`config.mk`:
```
export PLATFORM = sky130hd
export DESIGN_NAME = synth_serial_rx
export DESIGN_NICKNAME = d
export VERILOG_FILES = /design/src/rtl/srx_pkg.sv /design/src/rtl/srx_sync.sv /design/src/rtl/srx_shifter.sv /design/src/rtl/srx_bank.sv /design/src/rtl/synth_serial_rx.sv
export SDC_FILE = /design/constraint.sdc
export NUM_CORES = 1
export LEC_CHECK = 0
export ABC_AREA = 1
export BUFFER_PORTS_ARGS = -buffer_cell sky130_fd_sc_hd__buf_2
export CAP_MARGIN = 40
export CORE_UTILIZATION = 55
export DETAILED_ROUTE_END_ITERATION = 8
export HOLD_SLACK_MARGIN = 0.03
export MAX_ROUTING_LAYER = met4
export PLACE_DENSITY = 0.82
export SLEW_MARGIN = 20
export SYNTH_ARGS = -nofsm -noshare
export SYNTH_HDL_FRONTEND = slang
export SYNTH_SLANG_ARGS = --single-unit
```
`constraint.sdc`:
```
create_clock -name clk -period 3.72 [get_ports clk]
set_input_delay 0.372 -clock clk [delete_from_list [all_inputs] [get_ports clk]]
set_output_delay 0.372 -clock clk [all_outputs]
set_load 0.005 [all_outputs]
```
`src/rtl/srx_pkg.sv`:
```
package srx_pkg;

    typedef enum logic [1:0] {
        FK_NONE = 2'd0,
        FK_REF  = 2'd1,
        FK_MAIN = 2'd2
    } frame_kind_e;

    // Decide what a captured frame is from its bit count and the control bit
    // found where a frame of each legal length would have placed it.
    function automatic frame_kind_e classify(
        input int unsigned nbits,
        input logic        ctl_at_ref,
        input logic        ctl_at_main,
        input int unsigned ref_len,
        input int unsigned main_len
    );
        if (nbits == ref_len && ctl_at_ref)
            return FK_REF;
        if (nbits == main_len && !ctl_at_main)
            return FK_MAIN;
        return FK_NONE;
    endfunction

endpackage

```
`src/rtl/srx_sync.sv`:
```
module srx_sync #(
    parameter int unsigned W      = 3,
    parameter int unsigned STAGES = 2
) (
    input  logic         clk,
    input  logic         rst,
    input  logic [W-1:0] din,
    output logic [W-1:0] dout
);
    logic [W-1:0] stage_q [STAGES];

    for (genvar s = 0; s < STAGES; s++) begin : g_stage
        if (s == 0) begin : g_first
            always_ff @(posedge clk) begin
                if (rst) stage_q[s] <= '0;
                else     stage_q[s] <= din;
            end
        end else begin : g_next
            always_ff @(posedge clk) begin
                if (rst) stage_q[s] <= '0;
                else     stage_q[s] <= stage_q[s-1];
            end
        end
    end

    assign dout = stage_q[STAGES-1];
endmodule

```
`src/rtl/srx_shifter.sv`:
```
module srx_shifter #(
    parameter int unsigned FRAME_W = 13,
    parameter int unsigned CNT_W   = 4
) (
    input  logic               clk,
    input  logic               rst,
    input  logic               bit_stb,
    input  logic               bit_val,
    input  logic               clear,
    output logic [FRAME_W-1:0] shreg_q,
    output logic [CNT_W-1:0]   cnt_q
);
    localparam logic [CNT_W-1:0] CNT_MAX = '1;

    always_ff @(posedge clk) begin
        if (rst) begin
            shreg_q <= '0;
            cnt_q   <= '0;
        end else if (clear) begin
            cnt_q   <= '0;
        end else if (bit_stb) begin
            shreg_q <= {shreg_q[FRAME_W-2:0], bit_val};
            if (cnt_q != CNT_MAX)
                cnt_q <= cnt_q + 1'b1;
        end
    end

    // a load-enable edge always leaves an empty counter behind
    p_cnt_restart_r6: assert property (@(posedge clk) disable iff (rst)
        clear |=> (cnt_q == '0));

    // once saturated the counter only leaves the ceiling through a clear
    p_cnt_saturate_r7: assert property (@(posedge clk) disable iff (rst)
        (cnt_q == CNT_MAX && !clear) |=> (cnt_q == CNT_MAX));
endmodule

```
`src/rtl/srx_bank.sv`:
```
module srx_bank
    import srx_pkg::*;
#(
    parameter int unsigned REF_W   = 5,
    parameter int unsigned N_W     = 7,
    parameter int unsigned A_W     = 5,
    parameter int unsigned CNT_W   = 4,
    parameter int unsigned REF_RST = 12,
    parameter int unsigned N_RST   = 75,
    parameter int unsigned A_RST   = 0
) (
    input  logic                   clk,
    input  logic                   rst,
    input  logic                   commit,
    input  logic [N_W+A_W:0]       shreg,
    input  logic [CNT_W-1:0]       cnt,
    output logic [REF_W-1:0]       ref_q,
    output logic [N_W-1:0]         n_q,
    output logic [A_W-1:0]         a_q,
    output logic                   stb_q
);
    localparam int unsigned REF_LEN  = REF_W + 1;
    localparam int unsigned MAIN_LEN = N_W + A_W + 1;

    frame_kind_e kind;

    always_comb begin
        kind = classify(int'(cnt), shreg[REF_LEN-1], shreg[MAIN_LEN-1],
                        REF_LEN, MAIN_LEN);
    end

    always_ff @(posedge clk) begin
        if (rst) begin
            ref_q <= REF_W'(REF_RST);
            n_q   <= N_W'(N_RST);
            a_q   <= A_W'(A_RST);
            stb_q <= 1'b0;
        end else begin
            stb_q <= 1'b0;
            if (commit) begin
                case (kind)
                    FK_REF: begin
                        ref_q <= shreg[REF_W-1:0];
                        stb_q <= 1'b1;
                    end
                    FK_MAIN: begin
                        n_q   <= shreg[N_W+A_W-1:A_W];
                        a_q   <= shreg[A_W-1:0];
                        stb_q <= 1'b1;
                    end
                    default: ;
                endcase
            end
        end
    end

    // the strobe is never wider than one cycle
    p_stb_single_r8: assert property (@(posedge clk) disable iff (rst)
        stb_q |=> !stb_q);

    // without a strobe the stored values do not move
    p_hold_no_stb_r4: assert property (@(posedge clk) disable iff (rst)
        !stb_q |-> $stable({ref_q, n_q, a_q}));

    // an update only follows a frame of a legal length
    p_len_legal_r4: assert property (@(posedge clk) disable iff (rst)
        stb_q |-> ($past(cnt) == CNT_W'(REF_LEN) || $past(cnt) == CNT_W'(MAIN_LEN)));
endmodule

```
`src/rtl/synth_serial_rx.sv`:
```
module synth_serial_rx
    import srx_pkg::*;
#(
    parameter int unsigned REF_W       = 5,
    parameter int unsigned N_W         = 7,
    parameter int unsigned A_W         = 5,
    parameter int unsigned SYNC_STAGES = 2,
    parameter int unsigned REF_RST     = 12,
    parameter int unsigned N_RST       = 75,
    parameter int unsigned A_RST       = 0
) (
    input  logic             clk,
    input  logic             rst,
    input  logic             ser_clk_i,
    input  logic             ser_dat_i,
    input  logic             ser_le_i,
    output logic [REF_W-1:0] ref_div_o,
    output logic [N_W-1:0]   n_div_o,
    output logic [A_W-1:0]   a_div_o,
    output logic             upd_stb_o
);
    localparam int unsigned FRAME_W = N_W + A_W + 1;
    localparam int unsigned CNT_W   = $clog2(FRAME_W + 2);

    logic [2:0]         line_s;
    logic [1:0]         prev_q;
    logic               bit_stb;
    logic               le_rise;
    logic [FRAME_W-1:0] shreg;
    logic [CNT_W-1:0]   cnt;

    srx_sync #(.W(3), .STAGES(SYNC_STAGES)) u_sync (
        .clk  (clk),
        .rst  (rst),
        .din  ({ser_le_i, ser_dat_i, ser_clk_i}),
        .dout (line_s)
    );

    always_ff @(posedge clk) begin
        if (rst) prev_q <= '0;
        else     prev_q <= {line_s[2], line_s[0]};
    end

    assign bit_stb = line_s[0] & ~prev_q[0];
    assign le_rise = line_s[2] & ~prev_q[1];

    srx_shifter #(.FRAME_W(FRAME_W), .CNT_W(CNT_W)) u_shift (
        .clk     (clk),
        .rst     (rst),
        .bit_stb (bit_stb),
        .bit_val (line_s[1]),
        .clear   (le_rise),
        .shreg_q (shreg),
        .cnt_q   (cnt)
    );

    srx_bank #(
        .REF_W(REF_W), .N_W(N_W), .A_W(A_W), .CNT_W(CNT_W),
        .REF_RST(REF_RST), .N_RST(N_RST), .A_RST(A_RST)
    ) u_bank (
        .clk    (clk),
        .rst    (rst),
        .commit (le_rise),
        .shreg  (shreg),
        .cnt    (cnt),
        .ref_q  (ref_div_o),
        .n_q    (n_div_o),
        .a_q    (a_div_o),
        .stb_q  (upd_stb_o)
    );

    // a strobe is only ever the result of a load-enable edge one cycle before
    p_stb_after_le_r8: assert property (@(posedge clk) disable iff (rst)
        upd_stb_o |-> $past(le_rise));
endmodule

```
==> results.py <==
metrics = {
    "outcome": {
        "outcome": "finished, violations left",
        "failed_checks": "DRC",
    },
    "sta": {
        "drv_slew": 0,
        "final_critical_path_setup_slack_ns": 2.21,
        "worst-slew-pin-transition_ns": 0.442,
        "post-route-min-period_ns": 1.51,
        "timing.clock.skew_ns": 0.00645,
        "max_slew_margin": 0.705,
        "totalNegativeSetupSlack_ns": 0,
        "fin_worst_hold_slack_ns": 0.210,
        "unrepaired_setup_endpoints_after_global_routing": "no",
        "report.final.setup_viol": 0,
        "finalHoldViolCount": 0,
        "timing.final.crit_share": 0.406,
        "max_freq_mhz": 662,
    },
    "finish": {
        "fill_cells": 266,
        "multi_input_area_sq_um": 646,
        "instances_no_fill": 258,
        "final_nets": 234,
        "area_delta_synth_final_pct": 8.49,
        "mostFrequentLayoutCells": "43 x dfxtp_1, 42 x nand2_1, 32 x nand3_1, 25 x a21oi_1, 22 x buf_2",
        "ff_latch_area_sq_um": 861,
        "final_common_cell": "dfxtp_1",
        "final_layout_size_suffix_gt1_frac": 0.159,
        "n_antenna_cell": 0,
    },
    "synth": {
        "cell_count_after_synthesis": 207,
        "yosysTopAreaCell": "dfxtp_1",
        "synth_cell_type_count": 19,
        "synth_area_per_cell_sq_um": 8.05,
        "post_synth_xor_area_fraction": 0.00526,
        "synthDominantCellAreaShare": 0.517,
        "syn_area_sq_um": 1670,
        "sequential_element_share_of_the_synthesized_area": 0.517,
        "netlist_top_cells_area": "dfxtp_1 52%, nand3_1 9.6%, nand2_1 9.5%",
        "synth_fp_nets": 215,
        "synth_top_family_by_area": "simple AND/OR/NAND/NOR gates",
        "yosys_warnings": 0,
        "ys_ff_latch": 43,
        "synth_simple_gate_area_share": 0.264,
        "synth.mux.area_fraction": 0,
        "synth_adder_area_share": 0.0225,
        "synth_compound_area_frac": 0.0954,
    },
    "global_routing": {
        "antenna_found_initial": 0,
        "global_route.overflow_total": 0,
        "grtUsageMet3": 0.0476,
        "grt_util_met1": 0.262,
        "via_count_of_the_first_global_routing_pass": 1149,
        "grt_max_degree": 27,
        "wire_length_of_the_first_global_routing_pass_um": 4960,
        "met2_usage": 0.306,
        "grt_peak_use_layer": "met2",
        "global_route.usage.total": 0.208,
    },
    "cts": {
        "root_buffer": "clkbuf_4",
        "cts-resized-gates": 0,
        "numClockSinks": 43,
        "worst_skew_pair.late_latency_ns": 0.35,
        "number_of_setup_buffers_added_after_cts": 0,
        "clock_tree_from_tritoncts": "yes",
        "htree_levels": 2,
        "cts-buffers-inserted": 5,
        "max-clock-path-buffers": 2,
        "cts_hold_buf": 0,
        "clk_pin_slew_worst_paths_ns": 0.12,
    },
    "power_and_ir_drop": {
        "power.sequential.fraction": 0.626,
        "netSwitchingPower_uw": 168,
        "max-vdd-ir-drop_uv": 361,
        "power_uw": 754,
        "power.combinational.fraction": 0.038,
        "power_report.internal_total_uw": 586,
        "share_clk_of_total_power": 0.335,
        "cellLeakagePower_nw": 0.757,
        "powerDensity_nw_per_um2": 417,
        "power.share.switching": 0.222,
    },
    "worst_setup_path": {
        "cp-end-kind": "register",
        "startpoint_class": "register",
        "crit_type": "register to register",
        "cp.arrival_ns": 1.75,
        "crit_path_max_fanout": 13,
        "required_ns": 3.96,
    },
    "floorplanning": {
        "dieHeight_um": 57.0,
        "core-area_sq_um": 2810,
        "top_level_ports": 23,
        "dieArea_sq_um": 3250,
        "floorplan.die.width_um": 57.0,
        "rows": 19,
        "floorplan.initialDensity": 0.594,
    },
    "routing": {
        "via_per_inst": 5.18,
        "dr.first_iter.drc_count": 46,
        "drcViolationCount": 8,
        "routed_wire_length_per_instance_um": 11.4,
        "drtPass1Iterations": 6,
        "vias": 1336,
        "antenna_left": 0,
        "totalWireLength_um": 2930,
    },
    "run": {
        "max_cap_viol_count": 0,
    },
    "placed_design": {
        "port_buffers": 22,
        "detailed_place_hpwl_um": 1980,
        "placed_cells_incl_taps": 250,
        "finalWeightedCongestion": 0.852,
        "dp_slack_ns": 2.22,
    },
    "min_path": {
        "hold_class": "input pin to register",
    },
}
==> layout make-up <==
type                            count  share of cell area
Multi-Input combinational cell    132               0.357
Sequential cell                    43               0.476
Tap cell                           31              0.0215
Inverter                           22              0.0457
Clock buffer                        8              0.0381
Timing Repair Buffer               22              0.0609
==> flip-flops by register name, summed over array words and instances (netlist names) <==
| signal | count |
|---|---|
| prev_q | 2 |
| u_bank.a_q | 5 |
| u_bank.n_q | 7 |
| u_bank.ref_q | 5 |
| u_bank.stb_q | 1 |
| u_shift.cnt_q | 4 |
| u_shift.shreg_q | 13 |
| u_sync.stage_q | 6 |
==> worst max-delay path: stages (launching register included) <==
cell and delay (ns):
dfxtp_1 0.45, ha_1 0.18, nand2_1 0.08, nor2_4 0.25, nand2_2 0.25, nand2_1 0.12
a21oi_1 0.06
==> per-layer routing <==
layer | up-vias | wire length [um]
met5 | - | 0
li1 | 702 | -
met1 | 591 | 1430
met2 | 34 | 1290
met4 | 0 | 70
met3 | 9 | 143
==> power groups by stage <==
stage / clock (mW) / sequential (mW) / combinational [mW]
6_report: 0.253 / 0.472 / 0.0290
5_1_grt: 0.278 / 0.473 / 0.0330
4_1_cts: 0.259 / 0.472 / 0.0292
3_5_place_dp: 0 / 0.483 / 0.0291
3_3_place_gp: 0 / 0.482 / 0.0283
2_1_floorplan: 0 / 0.481 / 0.0253
==> synthesized netlist by cell type, drive strengths merged <==
cell type,count
inv,22
xor2,1
nand2,45
dfxtp,43
clkbuf,2
ha,3
nand4,2
nand3,32
a21oi,26
o21ai,5
buf,8
nor2,18
==> per-stage QoR <==
stage	util	cell area, sq um
global placement	0.620	1740
global route	0.644	1810
finish	0.644	1810
CTS	0.644	1810
detailed placement	0.620	1740
floorplan	-	1670
==> final timing paths <==
path | startpoint | endpoint | slack (ns) | cells after the start
worst max-delay path | u_shift.cnt_q[0] | u_bank.a_q[1] | 2.21 | 6
worst min-delay path | ser_le_i | u_sync.stage_q[0][2] | 0.21 | 3
worst max register to register | u_shift.cnt_q[0] | u_bank.a_q[1] | 2.21 | 6
worst min register to register | u_sync.stage_q[0][1] | u_sync.stage_q[1][1] | 0.41 | 2
==> logic make-up (layout without fill, tap and decap cells) <==
family	after synthesis	after routing
AOI/OAI and AO/OA	31	31
xor gates and xnor gates	1	1
adders and majority gates	3	3
buffers and inverters	32	52
DFF	43	43
and+or+nand+nor	97	97
(Power assumes the default switching activity.)
